[config.mk]
export PLATFORM = sky130hd
export DESIGN_NAME = pgwalk_top
export DESIGN_NICKNAME = d
export VERILOG_FILES = /design/src/rtl/pgwalk_pkg.sv /design/src/rtl/pgwalk_index.sv /design/src/rtl/pgwalk_decode.sv /design/src/rtl/pgwalk_top.sv
export SDC_FILE = /design/constraint.sdc
export NUM_CORES = 1
export LEC_CHECK = 0
export BUFFER_PORTS_ARGS = -buffer_cell sky130_fd_sc_hd__buf_4
export CAP_MARGIN = 20
export CELL_PAD_IN_SITES_DETAIL_PLACEMENT = 0
export CELL_PAD_IN_SITES_GLOBAL_PLACEMENT = 1
export CORE_MARGIN = 4
export CORE_UTILIZATION = 37
export DETAILED_ROUTE_END_ITERATION = 6
export PLACE_DENSITY_LB_ADDON = 0.3
export SETUP_SLACK_MARGIN = 0.02
export SLEW_MARGIN = 20
export SYNTH_ARGS = -nofsm -noshare
export SYNTH_HDL_FRONTEND = slang
export SYNTH_SLANG_ARGS = --single-unit
export TNS_END_PERCENT = 30
[constraint.sdc]
create_clock -name clk -period 5.56 [get_ports clk]
set_clock_uncertainty 0.1 [all_clocks]
set_input_delay 1.112 -clock clk [delete_from_list [all_inputs] [get_ports clk]]
set_output_delay 1.112 -clock clk [all_outputs]
set_load 0.02 [all_outputs]
[src/rtl/pgwalk_pkg.sv]
package pgwalk_pkg;

    localparam int unsigned PA_W   = 48;
    localparam int unsigned DESC_W = 64;
    localparam int unsigned LVL_W  = 2;
    localparam int unsigned OFF_W  = 5;

    typedef enum logic [1:0] {
        GR_4K  = 2'd0,
        GR_16K = 2'd1,
        GR_64K = 2'd2,
        GR_RSV = 2'd3
    } gran_e;

    typedef enum logic [1:0] {
        DK_INVALID,
        DK_TABLE,
        DK_BLOCK,
        DK_PAGE
    } dkind_e;

    typedef enum logic [1:0] {
        ST_IDLE,
        ST_FETCH,
        ST_WAIT,
        ST_DONE
    } wstate_e;

    // Sticky restrictions gathered from table descriptors (bits 63:59).
    typedef struct packed {
        logic       ns;
        logic [1:0] ap;
        logic       xn;
        logic       pxn;
    } limit_t;

    function automatic logic [OFF_W-1:0] gran_shift(input logic [1:0] gr);
        logic [OFF_W-1:0] sh;
        case (gr)
            GR_4K:   sh = OFF_W'(12);
            GR_16K:  sh = OFF_W'(14);
            default: sh = OFF_W'(16);
        endcase
        return sh;
    endfunction

endpackage

[src/rtl/pgwalk_index.sv]
module pgwalk_index
    import pgwalk_pkg::*;
(
    input  logic [PA_W-1:0]  va,
    input  logic [PA_W-1:0]  base,
    input  logic [LVL_W-1:0] level,
    input  logic [1:0]       gran,
    output logic [PA_W-1:0]  addr
);

    localparam int unsigned EXT_W = DESC_W;

    logic [OFF_W-1:0] g_sh;
    logic [OFF_W-1:0] stride;
    logic [5:0]       lo;
    logic [EXT_W-1:0] va_ext;
    logic [EXT_W-1:0] field;

    always_comb begin
        g_sh   = gran_shift(gran);
        stride = g_sh - OFF_W'(3);
        lo     = 6'(stride) * 6'(LVL_W'(3) - level) + 6'(g_sh);
        va_ext = EXT_W'(va);
        field  = (va_ext >> lo) & ((EXT_W'(1) << stride) - EXT_W'(1));
        addr   = (base & ~PA_W'(7)) | PA_W'(field << 3);
    end

endmodule

[src/rtl/pgwalk_decode.sv]
module pgwalk_decode
    import pgwalk_pkg::*;
(
    input  logic [PA_W-1:0]  desc,
    input  logic [PA_W-1:0]  va,
    input  logic [LVL_W-1:0] level,
    input  logic [1:0]       gran,
    output dkind_e           kind,
    output logic [OFF_W-1:0] off_w,
    output logic [PA_W-1:0]  leaf_pa,
    output logic [PA_W-1:0]  next_base
);

    logic             blk_legal;
    logic [OFF_W-1:0] g_sh;
    logic [PA_W-1:0]  off_mask;
    logic [PA_W-1:0]  g_mask;

    always_comb begin
        g_sh      = gran_shift(gran);
        blk_legal = (gran == GR_4K) ? (level == 2'd1 || level == 2'd2)
                                    : (level == 2'd2);
        unique case (desc[1:0])
            2'b11:   kind = (level == 2'd3) ? DK_PAGE : DK_TABLE;
            2'b01:   kind = blk_legal ? DK_BLOCK : DK_INVALID;
            default: kind = DK_INVALID;
        endcase

        off_w = g_sh;
        if (kind == DK_BLOCK) begin
            unique case (gran)
                GR_4K:   off_w = (level == 2'd1) ? OFF_W'(30) : OFF_W'(21);
                GR_16K:  off_w = OFF_W'(25);
                default: off_w = OFF_W'(29);
            endcase
        end

        off_mask  = (PA_W'(1) << off_w) - PA_W'(1);
        g_mask    = (PA_W'(1) << g_sh) - PA_W'(1);
        leaf_pa   = (desc & ~off_mask) | (va & off_mask);
        next_base = desc & ~g_mask;
    end

endmodule

[src/rtl/pgwalk_top.sv]
module pgwalk_top
    import pgwalk_pkg::*;
(
    input  logic              clk,
    input  logic              rst_n,
    input  logic              req_valid,
    output logic              req_ready,
    input  logic [47:0]       req_va,
    input  logic [47:0]       req_root,
    input  logic [1:0]        req_gran,
    input  logic [1:0]        req_level,
    output logic              rd_valid,
    input  logic              rd_ready,
    output logic [47:0]       rd_addr,
    input  logic              rsp_valid,
    input  logic [63:0]       rsp_data,
    output logic              res_valid,
    output logic              res_fault,
    output logic [1:0]        res_level,
    output logic [47:0]       res_pa,
    output logic [4:0]        res_size,
    output logic              res_xn,
    output logic              res_pxn,
    output logic [1:0]        res_ap,
    output logic              res_ns,
    output logic              res_ng,
    output logic              res_af_miss,
    output logic [2:0]        res_attr,
    output logic [1:0]        res_sh,
    output logic              res_contig
);

    wstate_e          state, state_nx;
    logic [PA_W-1:0]  va_q;
    logic [1:0]       gran_q;
    logic [LVL_W-1:0] lvl_q;
    logic [PA_W-1:0]  addr_q;
    limit_t           lim_q;

    dkind_e           dc_kind;
    logic [OFF_W-1:0] dc_off;
    logic [PA_W-1:0]  dc_pa;
    logic [PA_W-1:0]  dc_next_base;

    logic [PA_W-1:0]  ix_va;
    logic [PA_W-1:0]  ix_base;
    logic [LVL_W-1:0] ix_lvl;
    logic [1:0]       ix_gran;
    logic [PA_W-1:0]  ix_addr;

    limit_t           tbl_lim;
    logic             take_req;
    logic             take_rsp;
    logic             desc_unused;

    assign desc_unused = ^{rsp_data[58:55], rsp_data[51:48]};
    assign tbl_lim     = limit_t'(rsp_data[63:59]);
    assign take_req    = (state == ST_IDLE) && req_valid;
    assign take_rsp    = (state == ST_WAIT) && rsp_valid;

    // One index generator serves both the root fetch and every table hop.
    assign ix_va   = (state == ST_IDLE) ? req_va    : va_q;
    assign ix_base = (state == ST_IDLE) ? req_root  : dc_next_base;
    assign ix_lvl  = (state == ST_IDLE) ? req_level : LVL_W'(lvl_q + LVL_W'(1));
    assign ix_gran = (state == ST_IDLE) ? req_gran  : gran_q;

    pgwalk_index u_index (
        .va    (ix_va),
        .base  (ix_base),
        .level (ix_lvl),
        .gran  (ix_gran),
        .addr  (ix_addr)
    );

    pgwalk_decode u_decode (
        .desc      (rsp_data[PA_W-1:0]),
        .va        (va_q),
        .level     (lvl_q),
        .gran      (gran_q),
        .kind      (dc_kind),
        .off_w     (dc_off),
        .leaf_pa   (dc_pa),
        .next_base (dc_next_base)
    );

    // State register
    always_ff @(posedge clk or negedge rst_n) begin
        if (!rst_n) state <= ST_IDLE;
        else        state <= state_nx;
    end

    // Transitions
    always_comb begin
        state_nx = state;
        unique case (state)
            ST_IDLE:  if (req_valid) state_nx = (req_gran == GR_RSV) ? ST_DONE : ST_FETCH;
            ST_FETCH: if (rd_ready)  state_nx = ST_WAIT;
            ST_WAIT:  if (rsp_valid) state_nx = (dc_kind == DK_TABLE) ? ST_FETCH : ST_DONE;
            ST_DONE:  state_nx = ST_IDLE;
        endcase
    end

    // Handshake outputs
    always_comb begin
        req_ready = (state == ST_IDLE);
        rd_valid  = (state == ST_FETCH);
        res_valid = (state == ST_DONE);
        rd_addr   = addr_q;
    end

    // Walk context and result registers
    always_ff @(posedge clk or negedge rst_n) begin
        if (!rst_n) begin
            va_q        <= '0;
            gran_q      <= '0;
            lvl_q       <= '0;
            addr_q      <= '0;
            lim_q       <= '0;
            res_fault   <= 1'b0;
            res_level   <= '0;
            res_pa      <= '0;
            res_size    <= '0;
            res_xn      <= 1'b0;
            res_pxn     <= 1'b0;
            res_ap      <= '0;
            res_ns      <= 1'b0;
            res_ng      <= 1'b0;
            res_af_miss <= 1'b0;
            res_attr    <= '0;
            res_sh      <= '0;
            res_contig  <= 1'b0;
        end else if (take_req) begin
            va_q   <= req_va;
            gran_q <= req_gran;
            lvl_q  <= req_level;
            addr_q <= ix_addr;
            lim_q  <= '0;
            if (req_gran == GR_RSV) begin
                res_fault   <= 1'b1;
                res_level   <= req_level;
                res_af_miss <= 1'b0;
            end
        end else if (take_rsp) begin
            unique case (dc_kind)
                DK_TABLE: begin
                    lim_q  <= lim_q | tbl_lim;
                    lvl_q  <= ix_lvl;
                    addr_q <= ix_addr;
                end
                DK_INVALID: begin
                    res_fault   <= 1'b1;
                    res_level   <= lvl_q;
                    res_af_miss <= 1'b0;
                end
                default: begin
                    res_fault   <= 1'b0;
                    res_level   <= lvl_q;
                    res_pa      <= dc_pa;
                    res_size    <= dc_off;
                    res_xn      <= rsp_data[54] | lim_q.xn;
                    res_pxn     <= rsp_data[53] | lim_q.pxn;
                    res_ap      <= {rsp_data[7] | lim_q.ap[1], rsp_data[6] & ~lim_q.ap[0]};
                    res_ns      <= rsp_data[5] | lim_q.ns;
                    res_ng      <= rsp_data[11];
                    res_af_miss <= ~rsp_data[10];
                    res_attr    <= rsp_data[4:2];
                    res_sh      <= rsp_data[9:8];
                    res_contig  <= rsp_data[52];
                end
            endcase
        end
    end

endmodule

# Yosys cells after proc, flatten, opt, wreduce, memory -nomap -nowiden
# Cells that the tools add are included.
[word_totals]
register_bits = 176
input_bits = 169
output_inout_bits = 120
wordCells = 124
[op_classes]
n_addsub = 7
n_mul = 1
n_eq_ne = 18
n_shift = 4
muxes = 40
bitwise = 18
n_reduce_logical = 14
[op_table]
columns = ["operator", "n"]
rows = [
  ["$mux 48", 5],
  ["$and 48x48->48", 3],
  ["$not 48->48", 2],
  ["$or 48x48->48", 2],
  ["$shl 1x5->48 const A", 2],
  ["$sub 48x2->48 const B", 2],
  ["$shr 48x6->45", 1],
  ["$and 45x45->45", 1],
  ["$shl 1x5->45 const A", 1],
  ["$sub 45x1->45 const B", 1],
  ["$mux 2", 16],
  ["$pmux 5 s2", 3],
  ["$mux 5", 4],
  ["$eq 2x2->1 const B", 7],
  ["$eq 2x1->1 const B", 6],
  ["$reduce_and 3->1", 3],
  ["$logic_not 2->1", 4],
  ["$pmux 2 s4", 1],
  ["$mux 1", 7],
  ["$add 6x5->6", 1],
  ["$mul 5x6->6", 1],
  ["$ne 2x2->1 const B", 3],
  ["$or 5x5->5", 1],
  ["$sub 5x2->5 const B", 1],
  ["14 further kinds", 24],
]

# Logic depth before layout (Yosys ltp)
# Gate-level depths: netlist (run 1).
[logic_depth]
depth_word = 13
ltp_mapped = 24
depth_no_buf = 18

# By module
# Synthesis (run 1) repeated with hierarchy kept, for this count alone.
[hier_totals]
cells_unflattened = 1078
area_unflattened_um2 = 12449.4
[by_module_without_submodules]
columns = ["mod", "instances", "cells_per_inst", "area_per_inst_um2", "seq_area_each_um2"]
rows = [
  ["pgwalk_top", 1, 542, 7972.6, 4404.2],
  ["pgwalk_index", 1, 390, 3487.1, 0.0],
  ["pgwalk_decode", 1, 146, 989.7, 0.0],
]

# Worst setup path before layout (run 1)
# No wires, ideal clock.
[synth_timing]
path_kind = "in2reg"
start = "in req_level[0]"
end = "reg addr_q[5] (netlist: rd_addr[5])"
setup_time_ns = 0.124
arrival_time_ns = 5.164
required_time_ns = 5.336
slack_ns = 0.172
path_stages = 17
n_path_buf = 3
path_cell_list = "buf_2 > buf_2 > buf_2 > a21o_1 > inv_1 > ha_1 > xnor2_1 > fa_1 > inv_1 > ha_1 > fa_1 > clkinv_1 > mux4_2 > a221oi_1 > o211ai_1 > a211oi_1 > nor2_1"
[synth_between]
elab_chain_cells = 10
[synth_lines]
columns = ["element", "line_no", "text"]
rows = [
  ["from (decl)", "pgwalk_top.sv:11", "input logic [1:0] req_level,"],
  ["$mux 2 *", "pgwalk_top.sv:64", "assign ix_lvl = (state == ST_IDLE) ? req_level : LVL_W'(lvl_q + LVL_W'(1));"],
  ["$sub 2x2->3 *", "pgwalk_index.sv:22", "lo = 6'(stride) * 6'(LVL_W'(3) - level) + 6'(g_sh);"],
  ["$mul 5x6->6 *", "pgwalk_index.sv:22", ""],
  ["$add 6x5->6 *", "pgwalk_index.sv:22", ""],
  ["$shr 48x6->45 *", "pgwalk_index.sv:24", "field = (va_ext >> lo) & ((EXT_W'(1) << stride) - EXT_W'(1));"],
  ["$and 45x45->45 *", "pgwalk_index.sv:24", ""],
  ["$or 48x48->48 *", "pgwalk_index.sv:25", "addr = (base & ~PA_W'(7)) | PA_W'(field << 3);"],
  ["$mux 48", "pgwalk_top.sv:144", "unique case (dc_kind)"],
  ["$mux 48", "pgwalk_top.sv:143", "end else if (take_rsp) begin"],
  ["$mux 48 *", "pgwalk_top.sv:132", "end else if (take_req) begin"],
  ["to (signal assigned)", "pgwalk_top.sv:136", "addr_q <= ix_addr;"],
  ["to (signal assigned)", "pgwalk_top.sv:148", "addr_q <= ix_addr;"],
  ["to (decl)", "pgwalk_top.sv:37", "logic [PA_W-1:0] addr_q;"],
]
# Every way passes the cells marked *; elsewhere a longest branch is shown, timed or not. The select of a mux whose other input is x is not followed.
# A chain may end at the register's enable or synchronous reset.

# Final worst setup path (run 1)
[layout_timing]
start = "reg state[0]"
end = "reg addr_q[5] (netlist: rd_addr[5])"
[layout_between]
elab_chain_cells = 13
elab_cells_between_ends = 26
classes_between = "4 x add/sub; 1 x mul; 2 x eq/ne; 2 x shift; 8 x mux; 2 x bitwise; 7 x reduce/logical"
[layout_lines]
columns = ["element", "line_no", "text"]
rows = [
  ["from (decl)", "pgwalk_top.sv:33", "wstate_e state, state_nx;"],
  ["from (signal assigned)", "pgwalk_top.sv:89", "else state <= state_nx;"],
  ["$logic_not 2->1", "-", ""],
  ["$mux 2", "pgwalk_top.sv:65", "assign ix_gran = (state == ST_IDLE) ? req_gran : gran_q;"],
  ["$eq 2x1->1 / $logic_not 2->1 (equally long branches)", "pgwalk_pkg.sv:39", "case (gr)"],
  ["$pmux 5 s2", "pgwalk_pkg.sv:39", ""],
  ["$sub 5x2->5", "pgwalk_index.sv:21", "stride = g_sh - OFF_W'(3);"],
  ["$mul 5x6->6", "pgwalk_index.sv:22", ""],
  ["$add 6x5->6", "pgwalk_index.sv:22", ""],
  ["$shr 48x6->45", "pgwalk_index.sv:24", ""],
  ["$and 45x45->45", "pgwalk_index.sv:24", ""],
  ["$or 48x48->48", "pgwalk_index.sv:25", ""],
  ["$mux 48", "pgwalk_top.sv:144", ""],
  ["$mux 48", "pgwalk_top.sv:143", ""],
  ["$mux 48", "pgwalk_top.sv:132", ""],
]
# Parallel ways exist; a longest one is shown, timed or not. The select of a mux whose other input is x is not followed.

==> impl_metrics.toml, run 1 <==
[critical_path]
critical_path.endpoint_type = "flop"
rr_worst_depth = 18
worstReg2RegStart = "state[0]"
cell_class_contributing_the_biggest_share_of_worst_path_delay = "adder cells"
critical_path.reg2reg.endpoint = "rd_addr[5]"
worst_ep_required_time_ns = 5.79
crit_slowest_cell = "sky130_fd_sc_hd__mux4_2"
crit_end = "rd_addr[5]"
arrival_time_at_the_worst_endpoint_ns = 5.15
critical_path_class = "reg2reg"
cp_slowest_stage_delay_ns = 0.55
timing.critical_path.from_type = "flop"
startpoint = "state[0]"
setup.reg_to_reg.worst_slack_ns = 0.63
worst-path-max-fanout = 14
worst_path_most_repeated_cell = "sky130_fd_sc_hd__ha_1"
worstSetupPathDepth = 18
series_of_cell_instances_along_the_critical_path = "or2_2 > mux2i_1 > nand2b_1 > nor2_1 > ha_1 > ha_1 > inv_1 > fa_1 > inv_1 > ha_1 > fa_1 > clkinv_1 > buf_4 > mux4_2 > a32oi_1 > o211ai_1 > a211oi_1 > nor2_1"
worst-path-buf-inv = 4

[sta]
timing.slew.headroom_pct = 37.18
timing.final.hold_violations = 0
max_clock_freq_mhz = 203.0
period_needed_ns = 4.926
setup_repair_after_global_routing_missed_its_margin = "no"
period_share_pct = 88.60
setup_viol = 0
setup_tns_ns = 0
drv_slew = 0
tightestPinTransition_ns = 0.9305
post-route-worst-setup-slack_ns = 0.6336

[global_routing]
grt_use_total_pct = 22.83
grt_first_pass_wirelength_mm = 59.44
grt_antenna_before_repair = 0
grt_max_degree = 90
first_global_vias = 9917
gr-total-overflow = 0

[floorplanning]
design.portCount = 289
fp.dieH_um = 180.8
placementRows = 63
floorplan.initialDensity_pct = 37.38
core_mm2 = 0.02956
die_width_um = 180.8
die-area_mm2 = 0.03269

[flow_run]
max_cap_viol_count = 0

[logic_synthesis]
yosys.cell_types.count = 63
synthCells = 1158
dominantRegCellSynth = "sky130_fd_sc_hd__dfrtp_1"
synthArstFlopShare_pct = 100.0
post_synth_instance_area_mm2 = 0.01105
synth_seq_area_share_pct = 39.18
edff_count_synth = 0
yosys_warnings = 0
postSynthRegisterBits = 173
syn_area_per_cell_um2 = 9.541

[cts]
clk_pin_slew_ns = 0.08
post-cts-setup-buffer-count = 0
cts-hold-fix-buffers = 0
clk_path_buf_depth = 2
insertion_delay_ns = 0.44
cts_made_buffers = 17
h-tree-depth = 4
cts_tree = "yes"
clock_sink_count = 173
cts_root_buf = "sky130_fd_sc_hd__clkbuf_16"
cts.repair.resized = 0

[route]
route.vias.total = 9765
post_drt_via_cell_ratio = 5.437
drt_pass1_iterations = 5
totalWireLength_mm = 37.90
route.detailed.drc = 0
wire_length_per_cell_um = 21.10
route.antenna.remaining_nets = 0
detailedRoute.firstIterationViolations = 778

[cells_and_area]
layout-drive-gt1-share_pct = 31.51
num_antenna_cells = 0
finalNetCount = 1576
layout_stage_area_growth_over_the_synthesis_result_pct = 27.25

[placement]
dpl_worst_slack_ns = 0.4120
place.gp.congestion = 0.9457
dpl.hpwl_mm = 28.75
port-buffer-count = 274

[run_status]
status = "finished, final reports clean"

[min_path]
min_path_type = "reg2reg"
## layout make-up
class	instances	area, µm²
clock buffer	18	429.2
clock inverter	14	168.9
multi-input combinational	877	6256
fill	2870	15500
sequential	173	4330
inverter	20	87.58
tap	390	488.0
timing repair buffer	304	2298
## worst register-to-register path: stages (launching register included)
cell                       delay (ns)
sky130_fd_sc_hd__dfrtp_1         0.47
sky130_fd_sc_hd__or2_2           0.46
sky130_fd_sc_hd__mux2i_1         0.23
sky130_fd_sc_hd__nand2b_1        0.17
sky130_fd_sc_hd__nor2_1          0.07
sky130_fd_sc_hd__ha_1            0.27
sky130_fd_sc_hd__ha_1            0.13
sky130_fd_sc_hd__inv_1           0.05
sky130_fd_sc_hd__fa_1            0.50
sky130_fd_sc_hd__inv_1           0.04
sky130_fd_sc_hd__ha_1            0.20
sky130_fd_sc_hd__fa_1            0.49
sky130_fd_sc_hd__clkinv_1        0.10
sky130_fd_sc_hd__buf_4           0.23
sky130_fd_sc_hd__mux4_2          0.56
sky130_fd_sc_hd__a32oi_1         0.22
sky130_fd_sc_hd__o211ai_1        0.19
sky130_fd_sc_hd__a211oi_1        0.27
sky130_fd_sc_hd__nor2_1          0.07
## through the flow
step	cell area [µm²]	util, %	cells	hold slack [ns]
after global placement	13460	45.52	1764	0.3627
after detailed placement	13460	45.52	1764	0.3717
after CTS	14050	47.55	1796	0.3873
after global routing	14060	47.56	1796	0.4078
final	14060	47.56	1796	0.3831
after floorplan	11060	-	1161	0.3540
## worst min path at each step
stage / cells past startpoint / start / endpoint / slack, ns
final: 2 / res_pa[15] / res_pa[15] / 0.38
after global routing: 2 / res_pa[15] / res_pa[15] / 0.41
after CTS: 2 / res_pxn / res_pxn / 0.39
after detailed placement: 2 / res_pxn / res_pxn / 0.37
after global placement: 2 / res_pa[18] / res_pa[18] / 0.36
after floorplan: 2 / lim_q[2] / lim_q[2] / 0.35
## per-layer routing
metal,GRT usage [%],routed length [µm],share of wire (%),vias up
met2,38.46,18500,49,295
met1,30.34,16560,44,4837
li1,-,-,-,4580
met3,4.168,1969,5.2,53
met4,6.261,878,2.3,0
met5,0,0,0,-
## kinds of logic (layout without fill, tap and decap cells)
logic type | Yosys count | count (layout) | share of synthesized area (%)
other cells | 2 | 5 | 0.06798
flops | 173 | 173 | 39.18
fa+ha+maj | 14 | 14 | 1.857
buf+inv | 111 | 356 | 4.598
xor+xnor | 5 | 5 | 0.5210
compound gates | 181 | 181 | 10.56
simple gates | 420 | 420 | 15.31
mux | 252 | 252 | 27.90
## flip-flops by register name (all words and copies together), names as in the netlist
name,cells
res_level,2
gran_q,2
res_ap,2
res_pa,48
res_af_miss,1
va_q,48
lvl_q,2
res_ns,1
res_size,5
lim_q,5
rd_addr,45
res_fault,1
res_pxn,1
res_xn,1
res_contig,1
res_sh,2
res_attr,3
res_ng,1
state,2
## Yosys cell counts (3+ instances only)
cell type	count	area share, %
sky130_fd_sc_hd__a211oi_1	10	0.68
sky130_fd_sc_hd__nand3_1	15	0.68
sky130_fd_sc_hd__o211ai_1	4	0.27
sky130_fd_sc_hd__mux4_2	39	8.0
sky130_fd_sc_hd__clkbuf_1	55	1.9
sky130_fd_sc_hd__a21oi_1	27	1.2
sky130_fd_sc_hd__nand2_1	282	9.6
sky130_fd_sc_hd__o21ai_0	45	2.0
sky130_fd_sc_hd__a31o_2	3	0.24
sky130_fd_sc_hd__o311ai_0	3	0.24
sky130_fd_sc_hd__a211o_1	3	0.24
sky130_fd_sc_hd__buf_2	17	0.77
sky130_fd_sc_hd__nor2b_1	8	0.45
sky130_fd_sc_hd__a21o_1	4	0.27
sky130_fd_sc_hd__inv_1	16	0.54
sky130_fd_sc_hd__dfrtp_1	173	39
sky130_fd_sc_hd__buf_1	9	0.31
sky130_fd_sc_hd__mux2_2	58	5.9
sky130_fd_sc_hd__buf_4	7	0.48
sky130_fd_sc_hd__nor3_1	13	0.59
sky130_fd_sc_hd__a2bb2oi_1	3	0.24
sky130_fd_sc_hd__o32ai_1	3	0.24
sky130_fd_sc_hd__a31oi_1	39	2.2
sky130_fd_sc_hd__a41oi_1	3	0.24
sky130_fd_sc_hd__o22ai_1	8	0.45
sky130_fd_sc_hd__a221oi_1	5	0.40
sky130_fd_sc_hd__a22oi_1	3	0.20
sky130_fd_sc_hd__ha_1	10	1.1
sky130_fd_sc_hd__xnor2_1	3	0.24
sky130_fd_sc_hd__fa_1	4	0.72
sky130_fd_sc_hd__nor2_1	83	2.8
sky130_fd_sc_hd__nand2b_1	5	0.28
sky130_fd_sc_hd__mux2i_1	155	14
## cells in the final DEF (no fill, tap or decap), types with 10 or more instances in the layout
cell / n
sky130_fd_sc_hd__inv_1: 16
sky130_fd_sc_hd__mux4_2: 39
sky130_fd_sc_hd__nand3_1: 15
sky130_fd_sc_hd__buf_4: 302
sky130_fd_sc_hd__ha_1: 10
sky130_fd_sc_hd__dfrtp_1: 172
sky130_fd_sc_hd__nor2_1: 83
sky130_fd_sc_hd__mux2i_1: 155
sky130_fd_sc_hd__a21oi_1: 26
sky130_fd_sc_hd__nor3_1: 13
sky130_fd_sc_hd__a31oi_1: 39
sky130_fd_sc_hd__clkbuf_16: 17
sky130_fd_sc_hd__o21ai_0: 45
sky130_fd_sc_hd__mux2_2: 58
sky130_fd_sc_hd__nand2_1: 282
sky130_fd_sc_hd__a211oi_1: 10
Power of run 1 is left out: the tool's default activity adds up to more than one toggle a clock period on the data nets, which glitch-free logic cannot reach.
==> run 2: changes to the inputs <==
CELL_PAD_IN_SITES_DETAIL_PLACEMENT = default   (was 0)
CELL_PAD_IN_SITES_GLOBAL_PLACEMENT = default   (was 1)
CORE_UTILIZATION = 49   (was 37)
==> run 2 against run 1 <==
- setup slack lost 0.078 ns
- flip-flop and latch count is the same
- hold slack gained 0.0026 ns
- utilization grew 16 points
- global-route usage grew 5.5 points
==> impl_metrics.toml, run 2 (synthesized netlist as in run 1, its figures left out) <==
[run_status]
status = "finished, final reports clean"

[critical_path]
critical_path.endpoint_type = "flop"
series_of_cell_instances_along_the_critical_path = "or2_2 > inv_12 > nor2_1 > a21o_1 > inv_1 > ha_1 > xnor2_1 > fa_1 > inv_1 > ha_1 > fa_1 > clkinv_1 > mux4_2 > a221oi_1 > o211ai_1 > a211oi_1 > nor2_1"
worstSetupPathDepth = 17
cp_slowest_stage_delay_ns = 0.53
worst-path-buf-inv = 4
worst_ep_required_time_ns = 5.79
rr_worst_depth = 17
setup.reg_to_reg.worst_slack_ns = 0.56
crit_slowest_cell = "sky130_fd_sc_hd__fa_1"
worst-path-max-fanout = 43
cell_class_contributing_the_biggest_share_of_worst_path_delay = "adder cells"
worstReg2RegStart = "state[1]"
arrival_time_at_the_worst_endpoint_ns = 5.24
timing.critical_path.from_type = "flop"
critical_path_class = "reg2reg"
critical_path.reg2reg.endpoint = "rd_addr[5]"

[cts]
clk_path_buf_depth = 2
clk_pin_slew_ns = 0.07
cts.repair.resized = 0
cts_root_buf = "sky130_fd_sc_hd__clkbuf_16"
clock_sink_count = 173
h-tree-depth = 4
cts_made_buffers = 17
cts_tree = "yes"
post-cts-setup-buffer-count = 0
insertion_delay_ns = 0.44
cts-hold-fix-buffers = 0

[cells_and_area]
layout_common_cells = "sky130_fd_sc_hd__buf_4 (297), sky130_fd_sc_hd__nand2_1 (282), sky130_fd_sc_hd__dfrtp_1 (172)"
multi_input_area_mm2 = 0.006246
footprint_of_the_flip_flops_and_latches_mm2 = 0.004330
finalNetCount = 1572
final_core_utilization_pct = 63.18
layout-drive-gt1-share_pct = 31.31
layout_stage_area_growth_over_the_synthesis_result_pct = 25.96
num_antenna_cells = 0
mostFrequentLayoutCell = "sky130_fd_sc_hd__buf_4"
filler_cell_count = 1848

[floorplanning]
fp.dieH_um = 158.2
die_width_um = 158.2
placementRows = 54
core_mm2 = 0.02203
die-area_mm2 = 0.02501
design.portCount = 289
floorplan.initialDensity_pct = 50.16

[route]
route.vias.total = 9871
drt_pass1_iterations = 5
post_drt_via_cell_ratio = 5.869
detailedRoute.firstIterationViolations = 925
route.detailed.drc = 0
route.antenna.remaining_nets = 0
totalWireLength_mm = 35.70
wire_length_per_cell_um = 21.23

[sta]
timing.slew.headroom_pct = 25.27
tightestPinTransition_ns = 1.121
setup_viol = 0
setup_tns_ns = 0
setup_repair_after_global_routing_missed_its_margin = "no"
drv_slew = 0
timing.final.hold_violations = 0
period_needed_ns = 5.004
period_share_pct = 90.01
max_clock_freq_mhz = 199.8

[min_path]
min_path_type = "reg2reg"
whs_endpoint = "res_pa[26]"
hold_start = "res_pa[26]"
holdPathStages = 2

[global_routing]
grt_first_pass_wirelength_mm = 55.35
first_global_vias = 9825
gr-total-overflow = 0
grt_max_degree = 91
grt_use_total_pct = 28.34
grt_antenna_before_repair = 0

[placement]
dpl.hpwl_mm = 26.57
place.gp.congestion = 0.9722
port-buffer-count = 274

[flow_run]
max_cap_viol_count = 0
run 2: area by class of cell:
class	instances	share of cell area (%)
clock inverters	15	1.403
inverters	20	0.6294
flip-flops and latches	173	31.12
repair buffers	300	16.39
well taps	280	2.518
multi-input cells	877	44.88
clock buffers	17	3.057
run 2: per-stage QoR:
step,hold slack [ns],std cells,cell area (µm²),worst slack (ns)
finish,0.3857,1682,13920,0.5556
global route,0.4055,1682,13920,0.2093
CTS,0.3888,1682,13920,0.6109
detailed placement,0.3723,1650,13300,0.4696
global placement,0.3626,1650,13300,0.4866
floorplan,0.3540,1161,11060,0.1716
run 2: per-layer routing:
layer | wire, µm | vias to the layer above | track usage (%)
met2 | 16970 | 489 | 46.14
met3 | 3037 | 76 | 5.604
met4 | 1351 | 0 | 10.48
met1 | 14340 | 4749 | 37.73
li1 | - | 4557 | -
met5 | 0 | - | 0
run 2: worst register-to-register path: cells and delay by family, from the launching register on:
kind	cells	cell delay, ns
simple gates	3	0.63
compound gates	4	1.06
buf+inv	4	0.50
flops	1	0.46
fa+ha+maj	4	1.49
mux	1	0.50
xor+xnor	1	0.16
run 2: worst max path at each step:
stage | to | slack [ns] | start
6_report | rd_addr[5] | 0.56 | state[1]
5_1_grt | rd_addr[5] | 0.21 | state[1]
4_1_cts | rd_addr[5] | 0.61 | state[1]
3_5_place_dp | rd_addr[5] | 0.47 | req_gran[0]
3_3_place_gp | rd_addr[5] | 0.49 | req_gran[0]
2_1_floorplan | rd_addr[5] | 0.17 | req_level[0]
Power of run 2 is left out for the same reason.
==> run 3: changes to the inputs <==
RECOVER_POWER = 100   (was default)
==> run 3 against run 2 <==
- the flow now finishes with violations (max-capacitance violations, max-slew violations)
- setup slack worse by 0.14 ns
- first-iteration DRC count down 12%
- global-route usage unchanged
- via count up 0.21%
- utilization down 2.3 points
- critical endpoint is now rd_addr[14]
==> impl_metrics.toml, run 3 (synthesized netlist as in run 1, its figures left out) <==
[critical_path]
crit_slowest_cell = "sky130_fd_sc_hd__xnor3_1"
critical_path.endpoint_type = "flop"
series_of_cell_instances_along_the_critical_path = "or2_2 > inv_12 > nor2_1 > a21o_1 > inv_1 > ha_1 > xnor2_1 > fa_1 > inv_1 > ha_1 > fa_1 > xnor3_1 > clkbuf_1 > o311ai_0 > or3_1 > a41oi_1"
worst-path-buf-inv = 4
critical_path_class = "reg2reg"
timing.critical_path.from_type = "flop"
cell_class_contributing_the_biggest_share_of_worst_path_delay = "adder cells"
worst-path-max-fanout = 43
worst_ep_required_time_ns = 5.83
arrival_time_at_the_worst_endpoint_ns = 5.41
cp_slowest_stage_delay_ns = 0.54

[run_status]
failing_checks = "max-capacitance violations, max-slew violations"
status = "finished with violations"

[cts]
insertion_delay_ns = 0.45
cts-hold-fix-buffers = 0
cts_root_buf = "sky130_fd_sc_hd__clkbuf_16"
h-tree-depth = 4
cts_tree = "yes"
clk_path_buf_depth = 2
clock_sink_count = 173
post-cts-setup-buffer-count = 0
cts_made_buffers = 17
clk_pin_slew_ns = 0.07
cts.repair.resized = 0

[sta]
setup_repair_after_global_routing_missed_its_margin = "no"
period_needed_ns = 5.141
tightestPinTransition_ns = 2.463
setup_tns_ns = 0
period_share_pct = 92.46
max_clock_freq_mhz = 194.5
timing.final.hold_violations = 0
setup_viol = 0
drv_slew = 176
timing.slew.headroom_pct = -64.39

[route]
route.detailed.drc = 0
wire_length_per_cell_um = 21.31
totalWireLength_mm = 35.85
post_drt_via_cell_ratio = 5.881
drt_pass1_iterations = 5
route.antenna.remaining_nets = 0
detailedRoute.firstIterationViolations = 811
route.vias.total = 9892

[floorplanning]
placementRows = 54
floorplan.initialDensity_pct = 50.16
die-area_mm2 = 0.02501
die_width_um = 158.2
design.portCount = 289
core_mm2 = 0.02203
fp.dieH_um = 158.2

[cells_and_area]
filler_cell_count = 1946
layout_stage_area_growth_over_the_synthesis_result_pct = 21.45
layout_common_cells = "sky130_fd_sc_hd__nand2_1 (282), sky130_fd_sc_hd__buf_4 (176), sky130_fd_sc_hd__dfrtp_1 (172)"
num_antenna_cells = 0
mostFrequentLayoutCell = "sky130_fd_sc_hd__nand2_1"
layout-drive-gt1-share_pct = 22.68
stdcell_count = 1682
finalNetCount = 1572

[global_routing]
grt_antenna_before_repair = 0
gr-total-overflow = 0
grt_use_total_pct = 28.34
first_global_vias = 9825
grt_max_degree = 91
grt_first_pass_wirelength_mm = 55.35

[min_path]
min_path_type = "reg2reg"

[flow_run]
max_cap_viol_count = 3

[placement]
dp.cells = 1650
place.gp.congestion = 0.9722
dpl.hpwl_mm = 26.57
port-buffer-count = 274
[run 3: cell types whose count changed in the layout (fill, tap and decap cells not counted), moves of 2 or more]
cell                       delta
sky130_fd_sc_hd__buf_4      -121
sky130_fd_sc_hd__clkbuf_2     +3
sky130_fd_sc_hd__buf_12       -2
sky130_fd_sc_hd__clkbuf_1   +119
[run 3: worst paths after layout]
check                      startpoint     endpoint  slack (ns)  depth (start not counted)
setup / recovery             state[1]  rd_addr[14]        0.42                         16
hold / removal             res_pa[26]   res_pa[26]        0.38                          2
setup reg to reg             state[1]  rd_addr[14]        0.42                         16
hold reg to reg            res_pa[26]   res_pa[26]        0.38                          2
max in group asynchronous       rst_n   res_pa[14]        1.96                          2
min in group asynchronous       rst_n  rd_addr[30]        0.59                          1
[run 3: through the flow]
step	hold slack [ns]	area (µm²)	setup WS, ns	util (%)
2_1_floorplan	0.3540	11060	0.1716	-
3_3_place_gp	0.3626	13300	0.4866	60.36
3_5_place_dp	0.3723	13300	0.4696	60.36
4_1_cts	0.3888	13920	0.6109	63.18
5_1_grt	0.4033	13420	0.1627	60.92
6_report	0.3812	13420	0.4194	60.92
[run 3: cell type report]
class	count	area, µm²	share of cell area, %
multi-input cells	877	6227	46.41
clock inverters	15	195.2	1.455
clock buffers	17	425.4	3.170
well taps	280	350.3	2.611
flip-flops and latches	173	4330	32.27
inverters	20	87.58	0.6527
repair buffers	300	1802	13.43
[run 3: tightest hold or removal path: cells and delay by family, from the launching register on]
family,cells,cell delay [ns]
flops,1,0.34
compound gates,1,0.06
simple gates,1,0.05
[run 3: routing by layer]
metal | vias to the layer above | share of wire (%) | GRT usage (%)
li1 | 4567 | - | -
met5 | - | 0 | 0
met1 | 4765 | 41 | 37.73
met4 | 0 | 3.8 | 10.48
met2 | 487 | 47 | 46.14
met3 | 73 | 8.3 | 5.604
Power of run 3 is left out for the same reason.
